$ cat src/rtl/pit_pkg.sv
package pit_pkg;
    localparam int BYTE_W = 8;

    typedef enum logic [1:0] {
        ACC_LATCH = 2'd0,
        ACC_LO    = 2'd1,
        ACC_HI    = 2'd2,
        ACC_WORD  = 2'd3
    } access_e;

    typedef struct packed {
        logic [1:0] sel;
        access_e    acc;
        logic [2:0] mode;
        logic       bcd;
    } ctrl_word_t;

    typedef enum logic {
        PTR_LO = 1'b0,
        PTR_HI = 1'b1
    } byte_ptr_e;

    localparam logic [1:0] SEL_READBACK = 2'd3;
endpackage

$ cat src/rtl/pit_ctrl_decode.sv
module pit_ctrl_decode
    import pit_pkg::*;
#(
    parameter int CHAN_ID = 0
) (
    input  logic              clk,
    input  logic              rst_n,
    input  logic              ctrl_wr,
    input  logic [BYTE_W-1:0] ctrl_byte,
    output logic              latch_cmd,
    output logic              mode_ld,
    output logic [2:0]        mode_val,
    output logic              cfg_err
);
    localparam logic [1:0] MY_SEL = CHAN_ID[1:0];

    typedef struct packed {
        logic err;
    } dec_state_t;

    dec_state_t st_d, st_q;
    ctrl_word_t cw;
    logic       hit, readback, mode_ok, bad;

    always_comb begin
        cw       = ctrl_word_t'(ctrl_byte);
        readback = (cw.sel == SEL_READBACK);
        hit      = (cw.sel == MY_SEL) && !readback;
        mode_ok  = (cw.mode == 3'd0) || (cw.mode == 3'd2) || (cw.mode == 3'd3);
        bad      = ctrl_wr && (readback ||
                   (hit && (cw.acc != ACC_LATCH) &&
                    ((cw.acc != ACC_WORD) || cw.bcd || !mode_ok)));
        latch_cmd = ctrl_wr && hit && (cw.acc == ACC_LATCH);
        mode_ld   = ctrl_wr && hit && (cw.acc != ACC_LATCH) && !bad;
        mode_val  = cw.mode;
        st_d.err  = bad;
    end

    always_ff @(posedge clk or negedge rst_n) begin
        if (!rst_n) st_q <= '0;
        else        st_q <= st_d;
    end

    assign cfg_err = st_q.err;
endmodule

$ cat src/rtl/pit_byte_seq.sv
module pit_byte_seq
    import pit_pkg::*;
#(
    parameter int DATA_W = BYTE_W
) (
    input  logic                clk,
    input  logic                rst_n,
    input  logic                data_wr,
    input  logic                data_rd,
    input  logic                latch_cmd,
    input  logic [2*DATA_W-1:0] cnt,
    output logic                ld_lo,
    output logic                ld_hi,
    output logic                wr_at_hi,
    output logic [DATA_W-1:0]   rdata
);
    localparam int CNT_W = 2 * DATA_W;

    typedef struct packed {
        byte_ptr_e          wptr;
        byte_ptr_e          rptr;
        logic               held;
        logic [CNT_W-1:0]   snap;
        logic [DATA_W-1:0]  rd;
    } seq_state_t;

    seq_state_t st_d, st_q;
    logic [CNT_W-1:0] src;

    always_comb begin
        st_d = st_q;
        src  = '0;
        if (data_wr) begin
            st_d.wptr = (st_q.wptr == PTR_LO) ? PTR_HI : PTR_LO;
        end
        if (latch_cmd && !st_q.held) begin
            st_d.held = 1'b1;
            st_d.snap = cnt;
            st_d.rptr = PTR_LO;
        end
        if (data_rd) begin
            src = st_d.held ? st_d.snap : cnt;
            if (st_d.rptr == PTR_LO) begin
                st_d.rd   = src[DATA_W-1:0];
                st_d.rptr = PTR_HI;
            end else begin
                st_d.rd   = src[CNT_W-1:DATA_W];
                st_d.rptr = PTR_LO;
                st_d.held = 1'b0;
            end
        end
    end

    always_ff @(posedge clk or negedge rst_n) begin
        if (!rst_n) st_q <= '{wptr: PTR_LO, rptr: PTR_LO, held: 1'b0, snap: '0, rd: '0};
        else        st_q <= st_d;
    end

    assign ld_lo    = data_wr && (st_q.wptr == PTR_LO);
    assign ld_hi    = data_wr && (st_q.wptr == PTR_HI);
    assign wr_at_hi = (st_q.wptr == PTR_HI);
    assign rdata    = st_q.rd;
endmodule

$ cat src/rtl/pit_count_core.sv
module pit_count_core
    import pit_pkg::*;
#(
    parameter int DATA_W = BYTE_W
) (
    input  logic                clk,
    input  logic                rst_n,
    input  logic                tick,
    input  logic                ld_lo,
    input  logic                ld_hi,
    input  logic [DATA_W-1:0]   wdata,
    input  logic                mode_ld,
    input  logic [2:0]          mode_val,
    output logic [2*DATA_W-1:0] cnt,
    output logic [2:0]          mode,
    output logic                out_level
);
    localparam int CNT_W = 2 * DATA_W;
    localparam logic [CNT_W-1:0] ONE = CNT_W'(1);

    typedef struct packed {
        logic [CNT_W-1:0] cnt;
        logic             run;
        logic             out;
        logic [2:0]       mode;
    } core_state_t;

    core_state_t st_d, st_q;

    always_comb begin
        st_d = st_q;
        if (mode_ld) st_d.mode = mode_val;
        if (ld_lo) begin
            st_d.cnt[DATA_W-1:0] = wdata;
            st_d.run = 1'b0;
            st_d.out = 1'b0;
        end else if (ld_hi) begin
            st_d.cnt[CNT_W-1:DATA_W] = wdata;
            st_d.run = ({wdata, st_q.cnt[DATA_W-1:0]} != '0);
        end else if (tick && st_q.run) begin
            if (st_q.cnt == ONE) begin
                st_d.cnt = '0;
                st_d.run = 1'b0;
                if (st_q.mode == 3'd0) st_d.out = 1'b1;
            end else begin
                st_d.cnt = st_q.cnt - ONE;
            end
        end
    end

    always_ff @(posedge clk or negedge rst_n) begin
        if (!rst_n) st_q <= '0;
        else        st_q <= st_d;
    end

    assign cnt       = st_q.cnt;
    assign mode      = st_q.mode;
    assign out_level = st_q.out;
endmodule

$ cat src/rtl/pit_channel.sv
module pit_channel
    import pit_pkg::*;
#(
    parameter int CHAN_ID = 0,
    parameter int DATA_W  = BYTE_W
) (
    input  logic              clk,
    input  logic              rst_n,
    input  logic              tick_en,
    input  logic              wr_en,
    input  logic              rd_en,
    input  logic              addr_ctrl,
    input  logic [DATA_W-1:0] wdata,
    output logic [DATA_W-1:0] rdata,
    output logic              out_level,
    output logic              cfg_err
);
    localparam int CNT_W = 2 * DATA_W;

    logic             latch_cmd, mode_ld, ld_lo, ld_hi, wr_hi_w;
    logic [2:0]       mode_val, mode_w;
    logic [CNT_W-1:0] cnt_w;

    pit_ctrl_decode #(.CHAN_ID(CHAN_ID)) u_dec (
        .clk       (clk),
        .rst_n     (rst_n),
        .ctrl_wr   (wr_en && addr_ctrl),
        .ctrl_byte (wdata[BYTE_W-1:0]),
        .latch_cmd (latch_cmd),
        .mode_ld   (mode_ld),
        .mode_val  (mode_val),
        .cfg_err   (cfg_err)
    );

    pit_byte_seq #(.DATA_W(DATA_W)) u_seq (
        .clk       (clk),
        .rst_n     (rst_n),
        .data_wr   (wr_en && !addr_ctrl),
        .data_rd   (rd_en && !addr_ctrl),
        .latch_cmd (latch_cmd),
        .cnt       (cnt_w),
        .ld_lo     (ld_lo),
        .ld_hi     (ld_hi),
        .wr_at_hi  (wr_hi_w),
        .rdata     (rdata)
    );

    pit_count_core #(.DATA_W(DATA_W)) u_core (
        .clk       (clk),
        .rst_n     (rst_n),
        .tick      (tick_en),
        .ld_lo     (ld_lo),
        .ld_hi     (ld_hi),
        .wdata     (wdata),
        .mode_ld   (mode_ld),
        .mode_val  (mode_val),
        .cnt       (cnt_w),
        .mode      (mode_w),
        .out_level (out_level)
    );
endmodule

$ cat config.mk
export PLATFORM = sky130hd
export DESIGN_NAME = pit_channel
export DESIGN_NICKNAME = d
export VERILOG_FILES = /design/src/rtl/pit_pkg.sv /design/src/rtl/pit_ctrl_decode.sv /design/src/rtl/pit_byte_seq.sv /design/src/rtl/pit_count_core.sv /design/src/rtl/pit_channel.sv
export SDC_FILE = /design/constraint.sdc
export NUM_CORES = 1
export LEC_CHECK = 0
export ABC_CLOCK_PERIOD_IN_PS = 2250
export BUFFER_PORTS_ARGS = -buffer_cell sky130_fd_sc_hd__buf_4
export CORE_ASPECT_RATIO = 1.4
export CORE_MARGIN = 2
export CORE_UTILIZATION = 45
export CTS_CLUSTER_SIZE = 28
export DETAILED_ROUTE_END_ITERATION = 10
export PLACE_DENSITY = 0.73
export SETUP_SLACK_MARGIN = 0.4
export SYNTH_ARGS = -nofsm -noshare
export SYNTH_HDL_FRONTEND = slang
export SYNTH_SLANG_ARGS = --single-unit
$ cat constraint.sdc
create_clock -name clk -period 2.25 [get_ports clk]
set_input_delay 0 -clock clk [delete_from_list [all_inputs] [get_ports clk]]
set_output_delay 0 -clock clk [all_outputs]
set_load 0.01 [all_outputs]
==> out/results.tsv, run 1 <==
stage	metric	value	unit
floorplanning	Die W	67.7	µm
setup_path	Critical Path Fanout Max	3	
detailed_routing	initial drt markers	99	
setup_path	worst path cell trace	or4_4 > or3_4 > or4_4 > o311ai_4 > a21oi_1	
setup_path	critical path startpoint	u_core.cnt[2]	
min_path	Hold Path Class	input port to flop	
layout	final core occ	61.1	%
layout	Area Overhead vs Synth	30.8	%
floorplanning	Core ar.	0.00549	mm²
sta	hold_ws	0.00332	ns
setup_path	Crit path max-delay family	simple AND/OR/NAND/NOR gates	
sta	Worst slew margin	51.1	%
detailed_routing	first-pass detailed-route iteration total	4	
synthesis	Synth warnings	0	
sta	skew final	0.00637	ns
setup_path	worst reg2reg endpoint	u_core.cnt[12]	
synthesis	Synth async-reset ratio	100	%
global_route	Tot GR Track Use	22.1	%
setup_path	Crit path top cell by count	or4_4	
synthesis	Mapped Area	0.00256	mm²
clock_tree	clk buf depth	2	
synthesis	largest cells by area after synthesis	dfrtp_1 (48%), mux2_2 (8.8%), mux4_2 (3.5%)	
layout	Ant. Diodes	0	
setup_path	Critical Path End Type	flop	
global_route	initial antenna violation count	0	
placed_design	DP HPWL	4240	µm
synthesis	syn_area_per_cell	10.6	µm²
power_and_ir_drop	peak supply drop	629	µV
floorplanning	row count	32	
synthesis	Synth cell types	42	
global_route	vias in the first global route	2170	
detailed_routing	vias per std cell	5.97	
layout	fin nets	312	
setup_path	R2R Setup Slk	0.05	ns
synthesis	Yosys top cell area share	47.9	%
synthesis	cell taking the most area after synthesis	dfrtp_1	
placed_design	pre-CTS setup slack	0.0375	ns
power_and_ir_drop	LEAKAGE	1.45	nW
detailed_routing	DRC viols	0	
synthesis	post-synthesis cell count	242	
run	maxcap violations	0	
clock_tree	CTS tree	built	
synthesis	Post-synth EDFFs	0	
sta	Worst Max-Slew Pin Slew	0.731	ns
sta	Final period util	97.6	%
power_and_ir_drop	power per cell area	969	mW/mm²
setup_path	crit start category	flop	
detailed_routing	Detail Route Antenna Nets	0	
setup_path	WP data required	2.44	ns
setup_path	Critical Path Sink	u_core.cnt[12]	
global_route	grt total ovfl	0	
clock_tree	clk slew on worst S/H paths	0.09	ns
floorplanning	io pins	24	
layout	non-filler cells, final	364	
detailed_routing	via count	2172	
setup_path	WP depth	5	
setup_path	Crit Path Category	flop to flop	
setup_path	CP arrival	2.39	ns
sta	RSZ-0062 raised after global routing	yes	
sta	worst setup margin	0.0532	ns
floorplanning	Starting Density	46.7	%
setup_path	cell at the slowest stage of the critical path	or4_4	
synthesis	Seq/Total Area, Yosys	47.9	%
sta	Final min period	2.20	ns
clock_tree	CTS sink cnt	49	
layout	share of post-route cells with drive strength above 1	39.5	%
sta	Slew Limit Fails	0	
synthesis	Yosys reg bits	49	
synthesis	dominant synthesized flop cell	dfrtp_1	
outcome	status	finished, final reports clean	
sta	Hold Vio Cnt, Final	0	
clock_tree	total CTS buffers	5	
floorplanning	Total Die Area	0.00632	mm²
global_route	first-pass GRT wire length	10500	µm
sta	Max Freq	0.455	GHz
floorplanning	die span in y	93.2	µm
synthesis	post-synth net total	258	
setup_path	buffers plus inverters on the worst setup path	0	
sta	endpoints failing setup	0	
placed_design	placed cells	334	
detailed_routing	final wirelength	6590	µm
clock_tree	root buf cell	clkbuf_8	
placed_design	RePlAce Congestion	0.927	
setup_path	Reg2Reg Depth	5	
setup_path	CP peak stage delay	0.55	ns
detailed_routing	drt wl/cell	18.1	µm
setup_path	Reg2Reg Launch Point	u_core.cnt[2]	
global_route	pin count of the biggest net entering global routing	50	
clock_tree	H-Tree Depth	2	
clock_tree	Clk Latency, worst-skew pair	0.30	ns
placed_design	I/O Buffers	23	
-- logic make-up (layout without fill, tap and decap cells) --
logic type | after synthesis | in the layout | share of synthesized area, %
XOR/XNOR | 5 | 5 | 1.71
multiplexers | 25 | 25 | 12.7
buffers and inverters | 23 | 77 | 4.84
AND/OR/NAND/NOR | 89 | 89 | 19.2
flip-flops | 49 | 49 | 47.9
adder cells (fa/ha/maj) | 2 | 2 | 0.977
AO/OA/AOI/OAI | 49 | 49 | 12.7
-- placed cells by master, fill, tap and decap left out, types with 6 or more instances in the layout --
master / count
buf_4: 49
nor2_1: 12
clkbuf_8: 6
nor2b_1: 9
nand2_1: 23
a21oi_1: 10
o31ai_1: 6
inv_1: 6
dfrtp_1: 49
dlygate4sd3_1: 9
mux2_2: 20
a211oi_1: 7
-- tightest hold or removal path, stage by stage --
cell     delay [ns]
buf_4          0.10
a22oi_1        0.07
nor2_1         0.10
-- through the flow --
step | power (mW) | area, µm² | setup TNS [ns]
6_report | 3.25 | 3350 | 0
5_1_grt | 3.43 | 3350 | -0.00639
4_1_cts | 3.10 | 3210 | 0
3_5_place_dp | 2.47 | 2870 | 0
3_3_place_gp | 2.44 | 2870 | 0
2_1_floorplan | 2.12 | 2580 | -0.0237
-- how the worst min path moves through the flow --
stage | startpoint | endpoint | slack, ns | cells after the start
after global routing | wdata[6] | u_dec.cfg_err | 0.03 | 3
after detailed placement | rst_n | u_core.mode[2] | 0.05 | 1
after global placement | rst_n | u_core.mode[1] | 0.06 | 1
after CTS | wdata[7] | u_dec.cfg_err | 0.005 | 3
after floorplan | rst_n | asynchronous set/reset pin | -0.30 | 0
final | wdata[6] | u_dec.cfg_err | 0.003 | 3
-- report_power, final --
part | internal [mW] | switching (mW)
clock network | 0.245 | 0.286
registers | 1.15 | 0.230
logic | 0.723 | 0.607
total | 2.12 | 1.12
-- per-layer routing --
layer / share of wire [%] / global-route usage, % / wire [µm] / vias to the layer above
li1: - / - / - / 986
met1: 37 / 26.9 / 2430 / 1056
met2: 53 / 35.6 / 3480 / 103
met3: 5.9 / 4.21 / 386 / 27
met4: 4.6 / 13.3 / 300 / 0
met5: 0 / 0 / 0 / -
-- layout make-up --
type	count	area [µm²]
Clock buffer	7	86.3
Fill cell	420	2140
Sequential cell	49	1230
Timing Repair Buffer	63	514
Multi-Input combinational cell	170	1410
Inverter	7	26.3
Tap cell	68	85.1
-- Yosys cell counts, drive strengths merged (2+ instances only) --
| cell type | instances |
|---|---|
| a211oi | 7 |
| a21oi | 12 |
| a31oi | 2 |
| and2 | 4 |
| buf | 9 |
| clkbuf | 7 |
| dfrtp | 49 |
| ha | 2 |
| inv | 7 |
| mux2 | 20 |
| mux4 | 4 |
| nand2 | 24 |
| nand2b | 6 |
| nand3 | 6 |
| nor2 | 12 |
| nor2b | 10 |
| nor3 | 8 |
| nor3b | 2 |
| o21ai | 10 |
| o311ai | 5 |
| o31ai | 6 |
| or3 | 4 |
| or4 | 8 |
| xnor2 | 4 |
-- what timing repair did --
action                                  in CTS  in global routing
buffers inserted                             9                  5
pin swaps                                   10                 11
resized for setup                           26                 20
hold buffers                                 9                  0
endpoints found under the hold margin       61                  0
endpoints found under the setup margin      21                 17
Note: power is estimated with default switching activity, not from simulation.
==> run 2: changes to the inputs <==
--- a/config.mk
+++ b/config.mk
@@ -5,6 +5,7 @@
 export SDC_FILE = /design/constraint.sdc
 export NUM_CORES = 1
 export LEC_CHECK = 0
+export ABC_AREA = 1
 export ABC_CLOCK_PERIOD_IN_PS = 2250
 export BUFFER_PORTS_ARGS = -buffer_cell sky130_fd_sc_hd__buf_4
 export CORE_ASPECT_RATIO = 1.4
@@ -12,7 +13,7 @@
 export CORE_UTILIZATION = 45
 export CTS_CLUSTER_SIZE = 28
 export DETAILED_ROUTE_END_ITERATION = 10
-export PLACE_DENSITY = 0.73
+export PLACE_DENSITY = 0.65
 export SETUP_SLACK_MARGIN = 0.4
 export SYNTH_ARGS = -nofsm -noshare
 export SYNTH_HDL_FRONTEND = slang
==> run 2 against run 1 <==
Wire length down 0.64%; sequential share of layout area increased by 2.7 points; cell count grew 33%; critical endpoint is now u_core.cnt[10]; highest routed layer unchanged.
==> out/results.tsv, run 2 <==
stage	metric	value	unit	change
power_and_ir_drop	power per cell area	1190	mW/mm²	was 969 mW/mm²
clock_tree	Setup Buffers After CTS	0		was 9
clock_tree	Clk Latency, worst-skew pair	0.31	ns	was 0.30 ns
layout	final core occ	50.6	%	was 61.1%
sta	setup TNS	0	ns	unchanged
min_path	Hold EP	u_core.st_q[4]		was u_dec.cfg_err
placed_design	I/O Buffers	23		unchanged
setup_path	Reg2Reg Depth	9		was 5
detailed_routing	initial drt markers	151		was 99
placed_design	DP HPWL	4840	µm	was 4240 µm
sta	RSZ-0062 raised after global routing	no		was yes
synthesis	Seq/Total Area, Yosys	43.3	%	was 47.9%
setup_path	worst path cell trace	inv_1 > ha_1 > nand2_1 > nor2_2 > nand2_1 > nand2_1 > nand2_1 > nand2_1 > nand3_1		was or4_4 > or3_4 > or4_4 > o311ai_4 > a21oi_1
global_route	vias in the first global route	2377		was 2,170
synthesis	Synth Area in Simple Gates	29.9	%	was 19.2%
placed_design	RePlAce Congestion	0.862		was 0.927
sta	skew final	0.00375	ns	was 0.00637 ns
detailed_routing	first-pass detailed-route iteration total	5		was 4
sta	Final min period	1.61	ns	was 2.20 ns
detailed_routing	wl on met1	2810	µm	was 2430 µm
synthesis	cell taking the most area after synthesis	dfrtp_1		unchanged
clock_tree	CTS sink cnt	49		unchanged
setup_path	Critical Path End Type	flop		unchanged
global_route	initial antenna violation count	0		unchanged
sta	hold_ws	0.0173	ns	was 0.00332 ns
floorplanning	Die W	71.0	µm	was 67.7 µm
clock_tree	CTS tree	built		unchanged
clock_tree	total CTS buffers	5		unchanged
synthesis	largest family of logic cells by synthesized area	simple AND/OR/NAND/NOR gates		unchanged
synthesis	post-synth net total	411		was 258
floorplanning	Total Die Area	0.00695	mm²	was 0.00632 mm²
floorplanning	Core ar.	0.00617	mm²	was 0.00549 mm²
setup_path	Crit path top cell by count	nand2_1		was or4_4
detailed_routing	metal2 WL	3330	µm	was 3480 µm
sta	Hold Vio Cnt, Final	0		unchanged
power_and_ir_drop	LEAKAGE	1.64	nW	was 1.45 nW
synthesis	xor/xnor cell area share of the yosys netlist	1.86	%	was 1.71%
power_and_ir_drop	clock share of power	18.3	%	was 16.4%
setup_path	cell at the slowest stage of the critical path	dfrtp_1		was or4_4
setup_path	CP peak stage delay	0.40	ns	was 0.55 ns
setup_path	R2R Setup Slk	0.64	ns	was 0.05 ns
run	maxcap violations	0		unchanged
clock_tree	clk slew on worst S/H paths	0.09	ns	about the same
layout	Area Overhead vs Synth	10.3	%	was 30.8%
clock_tree	H-Tree Depth	2		unchanged
min_path	HP Start	tick_en		was wdata[6]
sta	worst setup margin	0.636	ns	was 0.0532 ns
synthesis	Post-synth EDFFs	0		unchanged
setup_path	Critical Path Fanout Max	7		was 3
global_route	grt total ovfl	0		unchanged
synthesis	Synth warnings	0		unchanged
sta	Worst Max-Slew Pin Slew	0.641	ns	was 0.731 ns
setup_path	WP depth	9		was 5
power_and_ir_drop	Cell Int Power	2.17	mW	was 2.12 mW
synthesis	mux cell area share after synthesis	0	%	was 12.7%
setup_path	Crit path max-delay family	simple AND/OR/NAND/NOR gates		unchanged
setup_path	WP data required	2.45	ns	was 2.44 ns
global_route	Tot GR Track Use	20.2	%	was 22.1%
power_and_ir_drop	part of the power in registers	39.6	%	was 42.7%
detailed_routing	final wirelength	6550	µm	was 6590 µm
sta	Max Freq	0.620	GHz	was 0.455 GHz
min_path	Hold Path Class	input port to flop		unchanged
synthesis	Synth async-reset ratio	100	%	unchanged
synthesis	syn_area_per_cell	7.17	µm²	was 10.6 µm²
setup_path	CP arrival	1.82	ns	was 2.39 ns
detailed_routing	vias per std cell	5.10		was 5.97
floorplanning	io pins	24		unchanged
synthesis	largest cells by area after synthesis	dfrtp_1 (43%), nand2_1 (13%), inv_1 (7.0%)		was dfrtp_1 (48%), mux2_2 (8.8%), mux4_2 (3.5%)
power_and_ir_drop	switching power	1.53	mW	was 1.12 mW
detailed_routing	Detail Route Antenna Nets	0		unchanged
detailed_routing	routed length on met3	275	µm	was 386 µm
power_and_ir_drop	peak supply drop	491	µV	was 629 µV
synthesis	Synth Area in Adders	0.884	%	was 0.978%
placed_design	pre-CTS setup slack	0.668	ns	was 0.0375 ns
synthesis	dominant synthesized flop cell	dfrtp_1		unchanged
synthesis	Commonest cells post-synth	nand2_1 (98), inv_1 (53), nor2_1 (52)		was dfrtp_1 (49), nand2_1 (24), mux2_2 (20)
detailed_routing	via count	2470		was 2,172
floorplanning	row count	34		was 32
detailed_routing	highest metal used	met4		unchanged
clock_tree	clk buf depth	2		unchanged
floorplanning	die span in y	97.8	µm	was 93.2 µm
outcome	status	finished, final reports clean		unchanged
layout	fin nets	427		was 312
synthesis	Yosys top cell area share	43.3	%	was 47.9%
sta	Slew Limit Fails	0		unchanged
sta	Final period util	71.7	%	was 97.6%
clock_tree	root buf cell	clkbuf_8		unchanged
sta	endpoints failing setup	0		unchanged
setup_path	Reg2Reg Launch Point	u_core.cnt[0]		was u_core.cnt[2]
layout	Ant. Diodes	0		unchanged
detailed_routing	drt wl/cell	13.5	µm	was 18.1 µm
setup_path	crit start category	flop		unchanged
floorplanning	Starting Density	45.9	%	was 46.7%
global_route	pin count of the biggest net entering global routing	50		unchanged
layout	share of post-route cells with drive strength above 1	10.4	%	was 39.5%
synthesis	Yosys reg bits	49		unchanged
global_route	first-pass GRT wire length	11200	µm	was 10,500 µm
layout	most frequent cells in the layout	nand2_1 (98), inv_1 (53), nor2_1 (52)		was dfrtp_1 (49), buf_4 (49), nand2_1 (23)
sta	Worst slew margin	57.3	%	was 51.1%
synthesis	top-count cell post-synth	nand2_1		was dfrtp_1
setup_path	worst reg2reg endpoint	u_core.cnt[10]		was u_core.cnt[12]
power_and_ir_drop	sw frac	41.3	%	was 34.6%
synthesis	Mapped Area	0.00283	mm²	was 0.00256 mm²
setup_path	buffers plus inverters on the worst setup path	1		was 0
detailed_routing	DRC viols	0		unchanged
min_path	hold depth	4		was 3
synthesis	Synth cell types	25		was 42
setup_path	Crit Path Category	flop to flop		unchanged
layout	most common cell after layout, fill and taps aside	nand2_1		
synthesis	compound-cell area share of the yosys netlist	11.8	%	was 12.7%
setup_path	critical path startpoint	u_core.cnt[0]		was u_core.cnt[2]
synthesis	post-synthesis cell count	395		was 242
power_and_ir_drop	combinational power share	42.1	%	was 41.0%
run 2: what timing repair did:
| item | 4_1_cts | 5_1_grt |
|---|---|---|
| endpoints found under the hold margin | 52 | 0 |
| hold buffers | 3 | 0 |
| resized for setup | 0 | 0 |
run 2: cell families after synthesis:
group / count (synthesis)
AO/OA/AOI/OAI: 62
adder cells (fa/ha/maj): 2
buffers and inverters: 74
flip-flops: 49
XOR/XNOR: 6
AND/OR/NAND/NOR: 202
run 2: final cells by class:
cell class,count,area [µm²]
Clock buffer,6,82.6
Clock inverter,2,37.5
Timing Repair Buffer,29,225
Multi-Input combinational cell,272,1260
Fill cell,637,3050
Tap cell,72,90.1
Inverter,54,203
Sequential cell,49,1230
run 2: power groups by stage:
stage / logic, mW / clock network, mW / registers (mW)
after CTS: 1.57 / 0.691 / 1.47
after floorplan: 1.26 / 0 / 1.42
after detailed placement: 1.56 / 0 / 1.48
final: 1.56 / 0.677 / 1.47
after global routing: 1.80 / 0.720 / 1.51
after global placement: 1.54 / 0 / 1.47
run 2: worst register-to-register path: stages, from the launching register on:
cell and delay (ns):
dfrtp_1 0.40, inv_1 0.17, ha_1 0.22, nand2_1 0.14, nor2_2 0.26, nand2_1 0.09, nand2_1 0.08, nand2_1 0.05
nand2_1 0.05, nand3_1 0.06
run 2: routing by layer:
| layer | GRT usage, % | vias up |
|---|---|---|
| met5 | 0 | - |
| met2 | 34.2 | 45 |
| li1 | - | 1278 |
| met4 | 6.24 | 0 |
| met1 | 26.5 | 1139 |
| met3 | 2.99 | 8 |
run 2: worst max-delay path by stage:
stage	slack, ns	to
floorplan	0.86	u_core.cnt[10]
global placement	0.74	u_core.cnt[10]
detailed placement	0.67	u_core.cnt[10]
CTS	0.64	u_core.cnt[10]
global route	0.43	u_core.cnt[10]
finish	0.64	u_core.cnt[10]
run 2: stage by stage:
step                total power, mW  cells  instance area [µm²]
global placement               3.01    473                 2970
detailed placement             3.04    473                 2970
global route                   4.04    484                 3120
floorplan                      2.67    395                 2830
finish                         3.70    484                 3120
CTS                            3.73    484                 3120
==> run 3: changes to the inputs <==
--- a/config.mk
+++ b/config.mk
@@ -6,14 +6,13 @@
 export NUM_CORES = 1
 export LEC_CHECK = 0
 export ABC_AREA = 1
-export ABC_CLOCK_PERIOD_IN_PS = 2250
+export ABC_CLOCK_PERIOD_IN_PS = 1600
 export BUFFER_PORTS_ARGS = -buffer_cell sky130_fd_sc_hd__buf_4
 export CORE_ASPECT_RATIO = 1.4
 export CORE_MARGIN = 2
 export CORE_UTILIZATION = 45
 export CTS_CLUSTER_SIZE = 28
 export DETAILED_ROUTE_END_ITERATION = 10
-export PLACE_DENSITY = 0.65
 export SETUP_SLACK_MARGIN = 0.4
 export SYNTH_ARGS = -nofsm -noshare
 export SYNTH_HDL_FRONTEND = slang
==> constraint.sdc (replaced) <==
create_clock -name clk -period 1.6 [get_ports clk]
set_input_delay 0 -clock clk [delete_from_list [all_inputs] [get_ports clk]]
set_output_delay 0 -clock clk [all_outputs]
set_load 0.01 [all_outputs]
==> run 3 against run 2 <==
Sequential share of layout area shrank 5.5 points; core utilization up 8.4 points; worst hold slack worse by 0.0022 ns; die area unchanged; total power grew 62%; first-iteration DRC count is 5.3% lower; sequential cell count did not move; global-route usage rose by 2.4 points; sequential power up 46%; clock power increased by 8.6%; critical endpoint is now u_core.cnt[8].
==> out/results.tsv, run 3 (synthesis results as in run 2) <==
stage	metric	value	unit	change
outcome	status	finished, final reports clean		unchanged
setup_path	cell at the slowest stage of the critical path	dfrtp_1		unchanged
clock_tree	CTS sink cnt	49		unchanged
global_route	grt total ovfl	0		unchanged
detailed_routing	initial drt markers	143		was 151
setup_path	WP data required	1.79	ns	was 2.45 ns
setup_path	buffers plus inverters on the worst setup path	2		was 1
setup_path	Critical Path End Type	flop		unchanged
setup_path	Crit Path Category	flop to flop		unchanged
layout	fillcell total	554		was 637
layout	most frequent cells in the layout	nand2_1 (79), inv_1 (49), dfrtp_1 (46)		was nand2_1 (98), inv_1 (53), nor2_1 (52)
detailed_routing	drt wl/cell	14.7	µm	was 13.5 µm
setup_path	worst path cell trace	inv_2 > ha_4 > nand2_4 > nor2_4 > buf_4 > xor2_1 > o21ai_0		was inv_1 > ha_1 > nand2_1 > nor2_2 > nand2_1 > nand2_1 > nand2_1 > nand2_1 > nand3_1
floorplanning	Starting Density	45.9	%	unchanged
setup_path	Critical Path Fanout Max	6		was 7
clock_tree	clk buf depth	2		unchanged
power_and_ir_drop	peak supply drop	673	µV	was 491 µV
clock_tree	total CTS buffers	5		unchanged
sta	skew final	0.00516	ns	was 0.00375 ns
floorplanning	io pins	24		unchanged
global_route	initial antenna violation count	0		unchanged
layout	most common cell after layout, fill and taps aside	nand2_1		unchanged
global_route	first-pass GRT wire length	12400	µm	was 11,200 µm
detailed_routing	vias per std cell	5.16		was 5.10
clock_tree	Clk Latency, worst-skew pair	0.30	ns	was 0.31 ns
floorplanning	Core ar.	0.00617	mm²	unchanged
detailed_routing	via count	2605		was 2,470
power_and_ir_drop	combinational power share	52.0	%	was 42.1%
sta	Final min period	1.39	ns	was 1.61 ns
floorplanning	Total Die Area	0.00695	mm²	unchanged
sta	Slew Limit Fails	0		unchanged
detailed_routing	first-pass detailed-route iteration total	4		was 5
clock_tree	H-Tree Depth	2		unchanged
power_and_ir_drop	part of the power in registers	35.8	%	was 39.6%
layout	final core occ	59.1	%	was 50.6%
global_route	vias in the first global route	2638		was 2,377
detailed_routing	Detail Route Antenna Nets	0		unchanged
layout	fin nets	448		was 427
layout	Reg area	0.00123	mm²	about the same
sta	Hold Vio Cnt, Final	0		unchanged
power_and_ir_drop	power per cell area	1650	mW/mm²	was 1190 mW/mm²
floorplanning	Die W	71.0	µm	unchanged
layout	area of the multi-input gates	0.00159	mm²	was 0.00126 mm²
clock_tree	clk slew on worst S/H paths	0.09	ns	about the same
layout	share of post-route cells with drive strength above 1	29.6	%	was 10.4%
sta	Max Freq	0.718	GHz	was 0.620 GHz
detailed_routing	DRC viols	0		unchanged
power_and_ir_drop	Cell Int Power	3.31	mW	was 2.17 mW
clock_tree	CTS tree	built		unchanged
sta	Worst Max-Slew Pin Slew	0.641	ns	about the same
detailed_routing	final wirelength	7430	µm	was 6550 µm
clock_tree	root buf cell	clkbuf_8		unchanged
sta	endpoints failing setup	0		unchanged
global_route	pin count of the biggest net entering global routing	50		unchanged
setup_path	crit start category	flop		unchanged
placed_design	I/O Buffers	23		unchanged
power_and_ir_drop	LEAKAGE	1.84	nW	was 1.64 nW
power_and_ir_drop	clock share of power	12.3	%	was 18.3%
global_route	Tot GR Track Use	22.6	%	was 20.2%
setup_path	R2R Setup Slk	0.21	ns	was 0.64 ns
layout	Ant. Diodes	0		unchanged
power_and_ir_drop	switching power	2.69	mW	was 1.53 mW
power_and_ir_drop	sw frac	44.8	%	was 41.3%
placed_design	DP HPWL	4980	µm	was 4840 µm
setup_path	CP peak stage delay	0.42	ns	was 0.40 ns
setup_path	Crit path max-delay family	flip-flops		was simple AND/OR/NAND/NOR gates
sta	Final period util	87.0	%	was 71.7%
sta	setup TNS	0	ns	unchanged
floorplanning	die span in y	97.8	µm	unchanged
placed_design	RePlAce Congestion	0.882		was 0.862
sta	RSZ-0062 raised after global routing	yes		was no
min_path	Hold Path Class	input port to flop		unchanged
sta	Worst slew margin	57.3	%	about the same
layout	Area Overhead vs Synth	28.7	%	was 10.3%
floorplanning	row count	34		unchanged
run	maxcap violations	0		unchanged
setup_path	CP arrival	1.59	ns	was 1.82 ns
-- run 3: cell count changes in the layout (fill, tap and decap cells not counted), sizes merged --
cell / change
clkbuf: +1
clkinv: +2
nor2: +1
buf: +18
bufinv: -1
-- run 3: worst reg2reg max path, stage by stage, from the launching register on --
cell and delay [ns]:
dfrtp_1 0.42, inv_2 0.12, ha_4 0.16, nand2_4 0.07
nor2_4 0.16, buf_4 0.14, xor2_1 0.13, o21ai_0 0.08
-- run 3: worst paths after layout --
path,start,to,cells past startpoint
min in group asynchronous,rst_n,u_seq.st_q[25],2
max in group asynchronous,rst_n,u_core.cnt[4],2
hold / removal,wdata[1],u_core.mode[0],3
setup / recovery,u_core.cnt[1],u_core.cnt[8],7
hold reg to reg,u_core.mode[2],u_core.mode[2],2
setup reg to reg,u_core.cnt[1],u_core.cnt[8],7
-- run 3: timing repair --
item | 4_1_cts | 5_1_grt
hold endpoints to repair | 51 | 1
hold buffers | 2 | 1
pin swaps | 20 | 12
gates cloned | 2 | 1
resized for setup | 67 | 27
setup buffers | 12 | 3
setup endpoints to repair | 26 | 47
-- run 3: area by class of cell --
class,count,share of cell area (%)
inverters,54,5.84
clock buffers,5,1.89
flip-flops and latches,49,33.8
multi-input cells,273,43.5
repair buffers,49,12.0
well taps,72,2.47
clock inverters,3,0.481
-- run 3: power groups by stage --
stage | Combinational (mW) | Sequential (mW) | Clock, mW
floorplan | 1.83 | 2.00 | 0
global placement | 2.30 | 2.07 | 0
detailed placement | 2.32 | 2.08 | 0
CTS | 2.97 | 2.08 | 0.756
global route | 3.50 | 2.21 | 0.808
finish | 3.12 | 2.14 | 0.735
-- run 3: stage by stage --
stage / setup WS, ns / total power [mW] / hold WS (ns) / instance area, µm² / instances
after floorplan: 0.357 / 3.83 / -0.296 / 2880 / 395
after global placement: 0.165 / 4.36 / 0.0733 / 3040 / 476
after detailed placement: 0.146 / 4.40 / 0.0702 / 3040 / 476
after CTS: 0.243 / 5.80 / 0.00965 / 3500 / 500
after global routing: 0.165 / 6.52 / 0.0249 / 3640 / 505
final: 0.208 / 5.99 / 0.0151 / 3640 / 505
-- run 3: layer usage --
layer | track usage [%] | up-vias | wire length [µm]
li1 | - | 1324 | -
met1 | 26.3 | 1215 | 3080
met2 | 41.6 | 57 | 4020
met3 | 2.48 | 9 | 203
met4 | 8.85 | 0 | 131
met5 | 0 | - | 0
